**config.mk**
```make
export PLATFORM = sky130hd
export DESIGN_NAME = aud_tx_slot_fifo
export DESIGN_NICKNAME = d
export VERILOG_FILES = /design/src/rtl/aud_tx_pkg.sv /design/src/rtl/aud_tx_fifo_mem.sv /design/src/rtl/aud_tx_ctrl_reg.sv /design/src/rtl/aud_tx_slot_match.sv /design/src/rtl/aud_tx_slot_fifo.sv
export SDC_FILE = /design/constraint.sdc
export NUM_CORES = 1
export LEC_CHECK = 0
export BUFFER_PORTS_ARGS = -buffer_cell sky130_fd_sc_hd__buf_2
export CAP_MARGIN = 20
export CORE_MARGIN = 2
export CORE_UTILIZATION = 45
export DETAILED_ROUTE_END_ITERATION = 10
export GPL_TIMING_DRIVEN = 1
export PLACE_DENSITY = 0.69
export SLEW_MARGIN = 20
export SYNTH_ARGS = -nofsm -noshare
export SYNTH_HDL_FRONTEND = slang
export SYNTH_SLANG_ARGS = --single-unit
```
**constraint.sdc**
```tcl
create_clock -name clk -period 3 [get_ports clk]
set_clock_uncertainty 0.1 [all_clocks]
set_input_delay 0.15 -clock clk [delete_from_list [all_inputs] [get_ports clk]]
set_output_delay 0.15 -clock clk [all_outputs]
set_load 0.01 [all_outputs]
```
**src/rtl/aud_tx_pkg.sv**
```systemverilog
// Package: shared types and constants for the transmit slot FIFO.
// Assumes a fixed 16-bit control word; field positions are part of the
// software-visible layout and must not move.
package aud_tx_pkg;

    localparam logic [1:0] LINK_ON   = 2'b10;
    localparam logic [3:0] SLOT_LOW  = 4'd3;
    localparam logic [3:0] SLOT_HIGH = 4'd12;

    localparam int UF_BIT    = 15;
    localparam int EMPTY_BIT = 14;
    localparam int FULL_BIT  = 13;
    localparam int DMA_BIT   = 11;

    // Stored configuration fields of the control word
    typedef struct packed {
        logic       dma;
        logic [2:0] thresh;
        logic [3:0] slot;
        logic       stereo;
        logic [1:0] link;
    } tx_cfg_t;

endpackage

```
**src/rtl/aud_tx_fifo_mem.sv**
```systemverilog
// Module: circular sample store with write and read pointers and an entry
// count. Assumes DEPTH >= 2. A push while full is dropped, and a pop while
// empty is ignored. The head sample is presented combinationally.
module aud_tx_fifo_mem #(
    parameter int DEPTH = 8,
    parameter int WIDTH = 16,
    localparam int AW = $clog2(DEPTH),
    localparam int CW = $clog2(DEPTH + 1)
) (
    input  logic             clk,
    input  logic             rst_n,
    input  logic             push,
    input  logic [WIDTH-1:0] push_data,
    input  logic             pop,
    output logic [WIDTH-1:0] head,
    output logic             full,
    output logic             empty,
    output logic [CW-1:0]    level
);

    logic [WIDTH-1:0] mem [DEPTH];
    logic [AW-1:0]    wr_ptr;
    logic [AW-1:0]    rd_ptr;
    logic             push_ok;
    logic             pop_ok;

    assign full    = (level == CW'(DEPTH));
    assign empty   = (level == '0);
    assign push_ok = push && !full;
    assign pop_ok  = pop && !empty;
    assign head    = mem[rd_ptr];

    // Store an accepted sample at the write pointer
    always_ff @(posedge clk) begin
        if (push_ok) begin
            mem[wr_ptr] <= push_data;
        end
    end

    // Advance pointers and track the number of held entries
    always_ff @(posedge clk) begin
        if (!rst_n) begin
            wr_ptr <= '0;
            rd_ptr <= '0;
            level  <= '0;
        end else begin
            if (push_ok) begin
                wr_ptr <= (wr_ptr == AW'(DEPTH - 1)) ? '0 : wr_ptr + 1'b1;
            end
            if (pop_ok) begin
                rd_ptr <= (rd_ptr == AW'(DEPTH - 1)) ? '0 : rd_ptr + 1'b1;
            end
            case ({push_ok, pop_ok})
                2'b10:   level <= level + 1'b1;
                2'b01:   level <= level - 1'b1;
                default: level <= level;
            endcase
        end
    end

    // a write into a full store without a read leaves it full
    p_full_holds_r2: assert property (@(posedge clk) disable iff (!rst_n)
        (full && push && !pop) |=> full);

    // full and empty are never reported together
    p_flags_exclusive_r2: assert property (@(posedge clk) disable iff (!rst_n)
        !(full && empty));

endmodule

```
**src/rtl/aud_tx_ctrl_reg.sv**
```systemverilog
// Module: control and status word. Holds the configuration fields and the
// sticky underflow flag, and assembles the readback value. Assumes uf_set
// comes from the slot server; a set in the same cycle as a clear wins.
module aud_tx_ctrl_reg
    import aud_tx_pkg::*;
(
    input  logic        clk,
    input  logic        rst_n,
    input  logic        wr_en,
    input  logic [15:0] wdata,
    input  logic        uf_set,
    input  logic        full,
    input  logic        empty,
    output tx_cfg_t     cfg,
    output logic        uf_flag,
    output logic [15:0] rdata
);

    // Capture the writable configuration fields
    always_ff @(posedge clk) begin
        if (!rst_n) begin
            cfg <= '0;
        end else if (wr_en) begin
            cfg.link   <= wdata[1:0];
            cfg.stereo <= wdata[3];
            cfg.slot   <= wdata[7:4];
            cfg.thresh <= wdata[10:8];
            cfg.dma    <= wdata[DMA_BIT];
        end
    end

    // Sticky underflow: set by the slot server, cleared by writing one
    always_ff @(posedge clk) begin
        if (!rst_n) begin
            uf_flag <= 1'b0;
        end else if (uf_set) begin
            uf_flag <= 1'b1;
        end else if (wr_en && wdata[UF_BIT]) begin
            uf_flag <= 1'b0;
        end
    end

    // Assemble the readback word; reserved positions read zero
    always_comb begin
        rdata            = '0;
        rdata[1:0]       = cfg.link;
        rdata[3]         = cfg.stereo;
        rdata[7:4]       = cfg.slot;
        rdata[10:8]      = cfg.thresh;
        rdata[DMA_BIT]   = cfg.dma;
        rdata[FULL_BIT]  = full;
        rdata[EMPTY_BIT] = empty;
        rdata[UF_BIT]    = uf_flag;
    end

    // an underflow event is always recorded
    p_uf_recorded_r8: assert property (@(posedge clk) disable iff (!rst_n)
        uf_set |=> uf_flag);

    // the flag only drops through a write-one clear
    p_uf_sticky_r8: assert property (@(posedge clk) disable iff (!rst_n)
        (uf_flag && !(wr_en && wdata[UF_BIT])) |=> uf_flag);

endmodule

```
**src/rtl/aud_tx_slot_match.sv**
```systemverilog
// Module: decides whether a slot request belongs to this FIFO. Assumes
// slot numbers and slot codes share one numbering; stereo claims the coded
// slot and the one after it, and code 12 cannot pair.
module aud_tx_slot_match
    import aud_tx_pkg::*;
(
    input  logic       clk,
    input  logic       rst_n,
    input  tx_cfg_t    cfg,
    input  logic       req,
    input  logic [3:0] req_slot,
    output logic       hit
);

    logic       linked;
    logic       code_ok;
    logic [3:0] top_code;
    logic       lower_match;
    logic       upper_match;

    // Qualify configuration and compare the requested slot
    always_comb begin
        linked      = (cfg.link == LINK_ON);
        top_code    = cfg.stereo ? (SLOT_HIGH - 4'd1) : SLOT_HIGH;
        code_ok     = (cfg.slot >= SLOT_LOW) && (cfg.slot <= top_code);
        lower_match = (req_slot == cfg.slot);
        upper_match = cfg.stereo && (req_slot == cfg.slot + 4'd1);
        hit         = req && linked && code_ok && (lower_match || upper_match);
    end

    // a stereo pair cannot start at the last slot
    p_no_pair_at_top_r5: assert property (@(posedge clk) disable iff (!rst_n)
        (cfg.stereo && cfg.slot == SLOT_HIGH) |-> !hit);

    // a link code other than 2'b10 never claims a slot
    p_unlinked_silent_r3: assert property (@(posedge clk) disable iff (!rst_n)
        (cfg.link != LINK_ON) |-> !hit);

endmodule

```
**src/rtl/aud_tx_slot_fifo.sv**
```systemverilog
// Module: top of the transmit slot FIFO. Queues processor samples, answers
// matching slot requests one clock later with a left-aligned 20-bit value,
// flags underflow and drives a level interrupt on free space.
// Assumes at most one slot request per cycle from the frame builder.
module aud_tx_slot_fifo
    import aud_tx_pkg::*;
#(
    parameter int DEPTH = 8,
    parameter int SMP_W = 16,
    parameter int SLOT_W = 20,
    localparam int CW = $clog2(DEPTH + 1),
    localparam int PAD = SLOT_W - SMP_W,
    localparam int TW = (CW > 4) ? CW : 4
) (
    input  logic              clk,
    input  logic              rst_n,
    input  logic              cfg_wr,
    input  logic [15:0]       cfg_wdata,
    output logic [15:0]       cfg_rdata,
    input  logic              smp_wr,
    input  logic [SMP_W-1:0]  smp_wdata,
    input  logic              slot_req,
    input  logic [3:0]        slot_num,
    output logic              slot_valid,
    output logic [SLOT_W-1:0] slot_data,
    output logic              irq,
    output logic              dma_en
);

    tx_cfg_t          cfg;
    logic             uf_flag;
    logic             hit;
    logic             full;
    logic             empty;
    logic [CW-1:0]    level;
    logic [SMP_W-1:0] head;
    logic             starve;
    logic [TW-1:0]    free_cnt;
    logic [TW-1:0]    need_cnt;

    assign starve = hit && empty;
    assign dma_en = cfg.dma;

    aud_tx_ctrl_reg u_ctrl (
        .clk     (clk),
        .rst_n   (rst_n),
        .wr_en   (cfg_wr),
        .wdata   (cfg_wdata),
        .uf_set  (starve),
        .full    (full),
        .empty   (empty),
        .cfg     (cfg),
        .uf_flag (uf_flag),
        .rdata   (cfg_rdata)
    );

    aud_tx_slot_match u_match (
        .clk      (clk),
        .rst_n    (rst_n),
        .cfg      (cfg),
        .req      (slot_req),
        .req_slot (slot_num),
        .hit      (hit)
    );

    aud_tx_fifo_mem #(
        .DEPTH (DEPTH),
        .WIDTH (SMP_W)
    ) u_store (
        .clk       (clk),
        .rst_n     (rst_n),
        .push      (smp_wr),
        .push_data (smp_wdata),
        .pop       (hit),
        .head      (head),
        .full      (full),
        .empty     (empty),
        .level     (level)
    );

    // Compare free entries with the programmed threshold plus one
    always_comb begin
        free_cnt = TW'(CW'(DEPTH) - level);
        need_cnt = TW'(cfg.thresh) + TW'(1);
        irq      = (cfg.link == LINK_ON) && (free_cnt >= need_cnt);
    end

    // Register the slot answer: sample left-aligned, zero on starvation
    always_ff @(posedge clk) begin
        if (!rst_n) begin
            slot_valid <= 1'b0;
            slot_data  <= '0;
        end else begin
            slot_valid <= hit;
            if (hit && !empty) begin
                slot_data <= {head, {PAD{1'b0}}};
            end else begin
                slot_data <= '0;
            end
        end
    end

    // the padding bits of every answered slot are zero
    p_pad_zero_r7: assert property (@(posedge clk) disable iff (!rst_n)
        slot_valid |-> (slot_data[PAD-1:0] == '0));

    // a starved slot is answered with an all-zero value
    p_starve_zero_r8: assert property (@(posedge clk) disable iff (!rst_n)
        starve |=> (slot_valid && slot_data == '0));

    // no interrupt while the link is not enabled
    p_irq_gated_r9: assert property (@(posedge clk) disable iff (!rst_n)
        (cfg.link != LINK_ON) |-> !irq);

    // a valid answer lasts one cycle unless another request hit
    p_valid_pulse_r7: assert property (@(posedge clk) disable iff (!rst_n)
        (slot_valid && !hit) |=> !slot_valid);

endmodule

```
==> results of run 1 <==
[cell usage in the layout (no fill, tap or decap), types with 4 or more instances in the layout]
master and count:
mux2i_1 30, nand3_1 4, nand2b_1 4, conb_1 6, xnor2_1 5, buf_4 27
and2_1 4, nor2_1 21, o21ai_0 5, buf_2 69, inv_1 9, clkbuf_16 17
mux4_2 32, edfxtp_1 128, dfxtp_1 35, nand2_1 14, ha_1 14, nor3_2 4
bufinv_16 4, dlygate4sd3_1 28, xor2_1 5, nor2b_1 15
[layout make-up]
type / count / area [um2] / share of cell area (%)
Sequential cell: 167 / 4630 / 54.7
Multi-Input combinational cell: 196 / 2060 / 24.3
Timing Repair Buffer: 127 / 880 / 10.4
Clock buffer: 20 / 447 / 5.27
Tap cell: 184 / 230 / 2.72
Clock inverter: 12 / 190 / 2.25
Inverter: 9 / 33.8 / 0.399
[power breakdown]
part	leakage [nW]	total [mW]	internal [mW]	switching [mW]
registers	1.48	2.56	2.54	0.0290
logic	1.30	0.296	0.147	0.150
clock network	0.304	2.32	1.43	0.889
[per-layer routing]
layer,part of all wire [%],track usage [%],up-vias
met2,52,29.4,80
li1,-,-,1733
met4,1.5,7.11,0
met1,43,21.8,1879
met5,0,0,-
met3,3.5,3.71,14
[state kept, by name, summed over array words and instances, names as in the netlist]
name / flops
slot_data: 16
slot_valid: 1
u_ctrl.cfg: 11
u_ctrl.uf_flag: 1
u_store.level: 4
u_store.mem: 128
u_store.rd_ptr: 3
u_store.wr_ptr: 3
[kinds of logic (layout without fill, tap and decap cells)]
logic type / after synthesis / after routing / synth area share [%]
compound gates: 19 / 19 / 1.86
buf+inv: 35 / 168 / 2.84
other cells: 1 / 6 / 0.0556
fa+ha+maj: 18 / 18 / 3.45
mux: 62 / 62 / 15.2
xor+xnor: 13 / 13 / 1.80
simple gates: 78 / 78 / 6.22
flops: 167 / 167 / 68.6
[cells in the mapped netlist, types with 4 or more instances]
cell,instances
inv_1,9
mux2i_1,30
a21boi_0,4
nor3_1,5
nand2_1,14
and2_1,4
nor2_1,22
o21ai_0,5
xor2_1,6
edfxtp_1,128
nand3_1,4
clkbuf_1,10
mux4_2,32
xnor2_1,6
nor2b_1,15
ha_1,17
nand2b_1,4
buf_4,10
dfxtp_1,39
[metrics by stage]
stage	instance area, um2	power (mW)	std cells
after floorplan	6770	2.76	398
after global placement	7440	2.85	651
after detailed placement	7440	2.87	651
after CTS	8390	5.22	713
after global routing	8470	5.36	715
final	8470	5.18	715
[critical path: stages (launching register included)]
cell,delay (ns)
dfxtp_4,0.37
xor2_4,0.16
buf_6,0.12
nor4_4,0.31
nor2_2,0.12
nor4b_4,0.31
ha_2,0.25
ha_4,0.20
a21o_1,0.16
a21oi_2,0.13
xnor2_1,0.09
or3_1,0.39
a21boi_2,0.13
[worst paths after layout]
| path | to | startpoint | cells past startpoint |
|---|---|---|---|
| worst max register to register | u_store.level[3] | u_ctrl.cfg[5] | 12 |
| worst max-delay path | u_store.level[3] | u_ctrl.cfg[5] | 12 |
| worst min-delay path | u_ctrl.uf_flag | cfg_wdata[15] | 4 |
| worst min register to register | u_ctrl.cfg[10] | u_ctrl.cfg[10] | 2 |
[what timing repair did]
action,4_1_cts,5_1_grt
resized for setup,6,10
buffers inserted,2,2
setup endpoints to repair,1,2
hold endpoints to repair,141,0
pin swaps,3,9
hold buffers,28,0
==> results.json, run 1 <==
{
  "drtIter0Drc": 245,
  "ant_nets": 0,
  "cap_violations": 0,
  "power_density_nw_per_um2": 612,
  "cts-htree-levels": 4,
  "drt_pass1_iterations": 4,
  "vias": 3706,
  "synth.top_cell.area_share_pct": 57.0,
  "final_core_util_pct": 58.1,
  "netlist_area_um2": 6740,
  "crit_fanout": 5,
  "insertion_delay_ns": 0.42,
  "drcViolationCount": 0,
  "start_util_pct": 46.2,
  "synth-main-ff-cell": "edfxtp_1",
  "fin_setup_tns_ns": 0,
  "syn_inst": 393,
  "gr-total-overflow": 0,
  "ios": 80,
  "slew_viol_final": 0,
  "dp_hpwl_um": 8040,
  "worstSetupEndpointType": "flip-flop",
  "pre_cts_slack_ns": -0.0294,
  "synthTopCellsByArea": "edfxtp_1 57%, dfxtp_1 12%, mux4_2 11%",
  "ys_ff_latch": 167,
  "r2r_slack_ns": 0.08,
  "fmaxAchievable_mhz": 342,
  "min_period_ns": 2.92,
  "antenna_found_initial": 0,
  "outcome": "completed",
  "rsz0062_at_grt": "true",
  "holdWs_ns": 0.0372,
  "numPortBuffers": 69,
  "numCtsBuffers": 17,
  "die_w_um": 126,
  "arrival_ns": 3.18,
  "period_share_pct": 97.4,
  "grt_pass1_wl_um": 20800,
  "grt_pass1_vias": 3900,
  "die_h_um": 126,
  "drive_gt1_share_pct": 34.5,
  "ys_seq_area_share_pct": 68.6,
  "netlist.top_cell.by_area": "edfxtp_1",
  "gp_congestion": 0.738,
  "cts_max_path_buffers": 2,
  "track_usage_pct": 17.3,
  "root_buffer": "clkbuf_16",
  "antennaDiodeCount": 0,
  "core_area_um2": 14600,
  "slew_headroom_pct": 57.1,
  "tritoncts": "built",
  "async_reset_ff_share_pct": 0,
  "grt_max_degree": 29,
  "avgSynthCellArea_um2": 17.1,
  "irDropWorstVdd_mv": 0.472,
  "hold_violations": 0,
  "syn2layout_area_growth_pct": 25.7,
  "clkTransAtPathRegs_ns": 0.06,
  "fillers": 1061,
  "fin_ws_ns": 0.0789,
  "worst_ep_required_time_ns": 3.26,
  "ys_types": 41,
  "clkSinkCount": 167,
  "drt-wirelength-per-cell_um": 18.3,
  "synth_edf_count": 128,
  "setup_viol": 0,
  "nNetsFinal": 577,
  "viasPerCell": 5.18,
  "crit_type": "flip-flop to flip-flop",
  "tightestPinTransition_ns": 0.643,
  "ys_warn_count": 0,
  "num_rows": 44,
  "p_leak_nw": 3.09,
  "critPathLaunchType": "flip-flop",
  "min_path_type": "input port to flip-flop",
  "fp.dieArea_um2": 16000,
  "routed_wl_um": 13100
}
No activity file was read; power rests on OpenSTA's default activity.
==> run 2: changes to the inputs <==
==> constraint.sdc (replaced) <==
create_clock -name clk -period 3 [get_ports clk]
set_clock_uncertainty 0.1 [all_clocks]
set_input_delay 0.45 -clock clk [delete_from_list [all_inputs] [get_ports clk]]
set_output_delay 0.45 -clock clk [all_outputs]
set_load 0.01 [all_outputs]
==> run 2 against run 1 <==
Against the previous run:
- register-to-register slack improved by 0.03 ns
- clock power fell by 8%
- critical path type unchanged
- flip-flop and latch count did not move
- highest routed layer unchanged
- setup slack improved by 0.029 ns
- combinational power fell by 11%
==> results.json, run 2 (synthesis results as in run 1) <==
{
  "worst_ep_required_time_ns": 3.24,
  "drcViolationCount": 0,
  "r2r_slack_ns": 0.11,
  "cap_violations": 0,
  "critPathLaunchType": "flip-flop",
  "max_stage_delay_ns": 0.32,
  "gp_congestion": 0.784,
  "fin_ws_ns": 0.108,
  "ant_nets": 0,
  "final_core_util_pct": 55.5,
  "p_sw_mw": 1.05,
  "final_cell_mix": "128 x edfxtp_1, 69 x buf_2, 33 x dfxtp_1, 32 x mux4_2",
  "cp_slowest_cell": "dfxtp_1",
  "setup_viol": 0,
  "grt_pass1_wl_um": 19900,
  "clkSinkCount": 167,
  "antennaDiodeCount": 0,
  "gr-total-overflow": 0,
  "irDropWorstVdd_mv": 0.434,
  "routed_wl_um": 12400,
  "clkPwrFrac_pct": 43.1,
  "dp_hpwl_um": 7800,
  "pre_cts_slack_ns": -0.124,
  "dpl-instance-area_um2": 7460,
  "nNetsFinal": 550,
  "seqPwrFrac_pct": 51.6,
  "numPortBuffers": 69,
  "crit_chain": "buf_4 -> ha_1 -> inv_1 -> o21ai_0 -> a21oi_2 -> nor4b_4 -> ha_2 -> ha_1 -> a21o_1 -> a21oi_2 -> xnor2_1 -> or3_1 -> a21boi_0",
  "cp_top_family": "compound AO/OA/AOI/OAI gates",
  "num_rows": 44,
  "crit_fanout": 5,
  "numCtsBuffers": 17,
  "holdWs_ns": 0.189,
  "min_path_type": "input port to flip-flop",
  "fp.dieArea_um2": 16000,
  "worstSetupEndpointType": "flip-flop",
  "final_common_cell": "edfxtp_1",
  "clkTransAtPathRegs_ns": 0.06,
  "antenna_found_initial": 0,
  "period_share_pct": 96.4,
  "crit_type": "flip-flop to flip-flop",
  "min_period_ns": 2.89,
  "reg2reg_from": "u_ctrl.cfg[4]",
  "largest_reg_flops": 128,
  "drtIter0Drc": 235,
  "die_w_um": 126,
  "outcome": "completed",
  "viasPerCell": 5.15,
  "startpoint": "u_ctrl.cfg[4]",
  "cts_hold_buf": 0,
  "p_comb_share_pct": 5.3,
  "min_from": "cfg_wdata[3]",
  "fillers": 1113,
  "grt_max_degree": 36,
  "drive_gt1_share_pct": 36.5,
  "postLayoutCellArea_um2": 8090,
  "core_area_um2": 14600,
  "arrival_ns": 3.14,
  "p_leak_nw": 2.95,
  "drt-wirelength-per-cell_um": 18.1,
  "crit_buf_inv": 2,
  "power_density_nw_per_um2": 614,
  "slew_viol_final": 0,
  "die_h_um": 126,
  "track_usage_pct": 16.6,
  "switching_share_pct": 21.2,
  "syn2layout_area_growth_pct": 20.1,
  "cts-htree-levels": 4,
  "start_util_pct": 46.2,
  "vias": 3546,
  "insertion_delay_ns": 0.42,
  "root_buffer": "clkbuf_16",
  "cts_max_path_buffers": 2,
  "p_int_mw": 3.91,
  "drt_pass1_iterations": 5,
  "top_regs": "u_store.mem x128, slot_data x16, u_ctrl.cfg x11",
  "hold_violations": 0,
  "tritoncts": "built",
  "ios": 80,
  "fmaxAchievable_mhz": 346,
  "grt_pass1_vias": 3794,
  "regMostFlops": "u_store.mem"
}
[run 2: layer usage]
| layer | global-route usage, % | part of all wire [%] | up-vias |
|---|---|---|---|
| li1 | - | - | 1678 |
| met1 | 20.4 | 40 | 1791 |
| met2 | 28.5 | 54 | 69 |
| met3 | 3.92 | 4.8 | 8 |
| met4 | 6.85 | 1.1 | 0 |
| met5 | 0 | 0 | - |
[run 2: final timing paths]
check / endpoint / depth (start not counted)
max: u_store.level[3] / 13
min: u_ctrl.cfg[2] / 3
max reg2reg: u_store.level[3] / 13
min reg2reg: u_ctrl.cfg[1] / 2
[run 2: per-stage QoR]
stage | power [mW] | instances | setup TNS [ns]
floorplan | 2.76 | 398 | 0
global placement | 2.85 | 655 | -0.0504
detailed placement | 2.87 | 655 | -0.124
CTS | 5.00 | 687 | 0
global route | 5.14 | 688 | -0.0745
finish | 4.97 | 688 | 0
[run 2: repair_timing]
item,CTS,global route
resized for setup,1,11
pin swaps,0,3
endpoints found under the setup margin,1,2
endpoints found under the hold margin,0,0
buffers inserted,0,1
[run 2: cell type report]
class,count,area (um2),area share (%)
clock buffers,19,443,5.47
clock inverters,13,145,1.79
inverters,9,33.8,0.418
multi-input cells,196,2010,24.9
flip-flops and latches,167,4630,57.3
well taps,184,230,2.85
repair buffers,100,591,7.30
[run 2: power groups by stage]
| stage | sequential [mW] | combinational [mW] | clock [mW] |
|---|---|---|---|
| after floorplan | 2.61 | 0.154 | 0 |
| after global placement | 2.61 | 0.247 | 0 |
| after detailed placement | 2.61 | 0.260 | 0 |
| after CTS | 2.56 | 0.262 | 2.18 |
| after global routing | 2.57 | 0.295 | 2.28 |
| final | 2.56 | 0.262 | 2.14 |
[run 2: tightest hold or removal path: cells and delay by family]
family | cells | cell delay (ns)
buffers and inverters | 1 | 0.08
muxes | 1 | 0.06
and+or+nand+nor | 1 | 0.09
==> run 3: changes to the inputs <==
--- a/config.mk
+++ b/config.mk
@@ -6,11 +6,11 @@
 export NUM_CORES = 1
 export LEC_CHECK = 0
-export BUFFER_PORTS_ARGS = -buffer_cell sky130_fd_sc_hd__buf_2
 export CAP_MARGIN = 20
 export CORE_MARGIN = 2
 export CORE_UTILIZATION = 45
 export DETAILED_ROUTE_END_ITERATION = 10
+export DONT_BUFFER_PORTS = 1
 export GPL_TIMING_DRIVEN = 1
-export PLACE_DENSITY = 0.69
+export PLACE_DENSITY = 0.64
 export SLEW_MARGIN = 20
 export SYNTH_ARGS = -nofsm -noshare
==> constraint.sdc (replaced) <==
create_clock -name clk -period 3 [get_ports clk]
set_clock_uncertainty 0.1 [all_clocks]
set_input_delay 0.3 -clock clk [delete_from_list [all_inputs] [get_ports clk]]
set_output_delay 0.3 -clock clk [all_outputs]
set_load 0.01 [all_outputs]
==> run 3 against run 2 <==
Against the previous run:
- combinational power rose by 4%
- flip-flop and latch count is the same
- utilization grew 0.33 points
- fmax rose by 0.25%
- hold slack got worse by 0.15 ns
- total power up 0.19%
- final area up 0.59%
- setup slack better by 0.0071 ns
- non-clock buffer count decreased by 34
- clock-buffer cell count increased by 3
- final cell count down 4.9%
==> results.json, run 3 (synthesis results as in run 1) <==
{
  "cp_slowest_cell": "nor4_4",
  "cts_max_path_buffers": 2,
  "insertion_delay_ns": 0.41,
  "tritoncts": "built",
  "drtIter0Drc": 332,
  "fin_setup_tns_ns": 0,
  "start_util_pct": 46.2,
  "finalNonFillerCells": 654,
  "slew_viol_final": 0,
  "p_leak_nw": 2.76,
  "crit_chain": "buf_6 -> xor2_2 -> nor4_4 -> a41oi_2 -> nor4b_4 -> ha_2 -> ha_4 -> a21o_1 -> a21oi_2 -> xnor2_1 -> or3_1 -> a21boi_1",
  "crit_type": "flip-flop to flip-flop",
  "fillers": 1118,
  "hold_violations": 0,
  "tightestPinTransition_ns": 0.807,
  "cts-htree-levels": 4,
  "ant_nets": 0,
  "die_h_um": 126,
  "worst_ep_required_time_ns": 3.24,
  "outcome": "completed",
  "core_area_um2": 14600,
  "irDropWorstVdd_mv": 0.457,
  "cap_violations": 0,
  "grt_pass1_wl_um": 19600,
  "vias": 3441,
  "viasPerCell": 5.26,
  "dp_hpwl_um": 7110,
  "clkSinkCount": 167,
  "grt_max_degree": 33,
  "place_inst": 579,
  "top_regs": "u_store.mem x128, slot_data x16, u_ctrl.cfg x11",
  "critPathLaunchType": "flip-flop",
  "min_period_ns": 2.88,
  "drt_pass1_iterations": 4,
  "max_stage_delay_ns": 0.38,
  "clkTransAtPathRegs_ns": 0.06,
  "root_buffer": "clkbuf_16",
  "gp_congestion": 0.756,
  "syn2layout_area_growth_pct": 20.8,
  "ios": 80,
  "antenna_found_initial": 0,
  "final_core_util_pct": 55.8,
  "num_rows": 44,
  "antennaDiodeCount": 0,
  "gr-total-overflow": 0,
  "arrival_ns": 3.13,
  "cp_top_family": "simple AND/OR/NAND/NOR gates",
  "holdWs_ns": 0.0419,
  "final_cell_mix": "128 x edfxtp_1, 40 x dlygate4sd3_1, 33 x dfxtp_1, 32 x mux4_2, 30 x mux2i_1",
  "finalPower_mw": 4.98,
  "crit_fanout": 4,
  "period_share_pct": 96.2,
  "largest_reg_flops": 128,
  "track_usage_pct": 16.6,
  "drive_gt1_share_pct": 23.6,
  "rsz0062_at_grt": "true",
  "drcViolationCount": 0,
  "numPortBuffers": 0,
  "regMostFlops": "u_store.mem",
  "final_common_cell": "edfxtp_1",
  "worstSetupEndpointType": "flip-flop",
  "numCtsBuffers": 17,
  "slew_headroom_pct": 46.0,
  "grt_pass1_vias": 3634,
  "fmaxAchievable_mhz": 347,
  "fp.dieArea_um2": 16000,
  "setup_viol": 0,
  "power_density_nw_per_um2": 612,
  "die_w_um": 126,
  "min_path_type": "input port to flip-flop",
  "drt-wirelength-per-cell_um": 18.8,
  "nNetsFinal": 516,
  "routed_wl_um": 12300,
  "crit_buf_inv": 1
}
==> run 3: cell types whose count changed in the layout (fill, tap and decap cells not counted), sizes merged <==
| cell | delta |
|---|---|
| clkbuf | +3 |
| buf | -74 |
| clkinv | -2 |
| dlygate4sd3 | +40 |
| inv | -1 |
==> run 3: worst register-to-register path, delay by kind of cell (launching register included) <==
kind,cells,cell delay [ns]
compound gates,4,0.52
xor+xnor,2,0.27
fa+ha+maj,2,0.49
buf+inv,1,0.13
flops,1,0.33
simple gates,3,0.98
==> run 3: worst paths after layout <==
check,from,to,slack (ns),depth (start not counted)
setup / recovery,u_ctrl.cfg[4],u_store.level[3],0.12,12
hold / removal,rst_n,u_ctrl.uf_flag,0.04,2
setup reg to reg,u_ctrl.cfg[4],u_store.level[3],0.12,12
hold reg to reg,u_store.rd_ptr[1],u_store.rd_ptr[1],0.42,2
==> run 3: area by class of cell <==
cell class | instances | area, um2 | area share [%]
Clock buffer | 22 | 464 | 5.70
Sequential cell | 167 | 4630 | 56.9
Tap cell | 184 | 230 | 2.83
Multi-Input combinational cell | 196 | 2050 | 25.1
Clock inverter | 10 | 120 | 1.48
Timing Repair Buffer | 66 | 612 | 7.52
Inverter | 9 | 33.8 | 0.415
==> run 3: metrics by stage <==
step	worst slack (ns)	cell area (um2)
6_report	0.115	8140
3_5_place_dp	-0.0491	7060
3_3_place_gp	0.0467	7060
2_1_floorplan	0.00329	6770
5_1_grt	-0.0451	8140
4_1_cts	0.0181	8060
==> run 3: power by group <==
group          internal [mW]  total, mW  switching (mW)  leakage (nW)
clock network           1.28       2.14           0.861         0.282
registers               2.54       2.57          0.0291          1.48
logic                  0.138      0.273           0.135          1.00
==> run 3: what timing repair did <==
item	CTS	global route
hold endpoints to repair	151	0
pin swaps	0	11
resized for setup	3	14
endpoints found under the setup margin	1	1
setup buffers	0	3
hold buffers	40	0
cloned	0	0
==> run 3: per-layer routing <==
layer	GRT usage (%)	wire (um)	up-vias
li1	-	-	1613
met1	20.2	5280	1746
met2	27.8	6330	70
met3	4.64	511	12
met4	6.98	177	0
met5	0	0	-
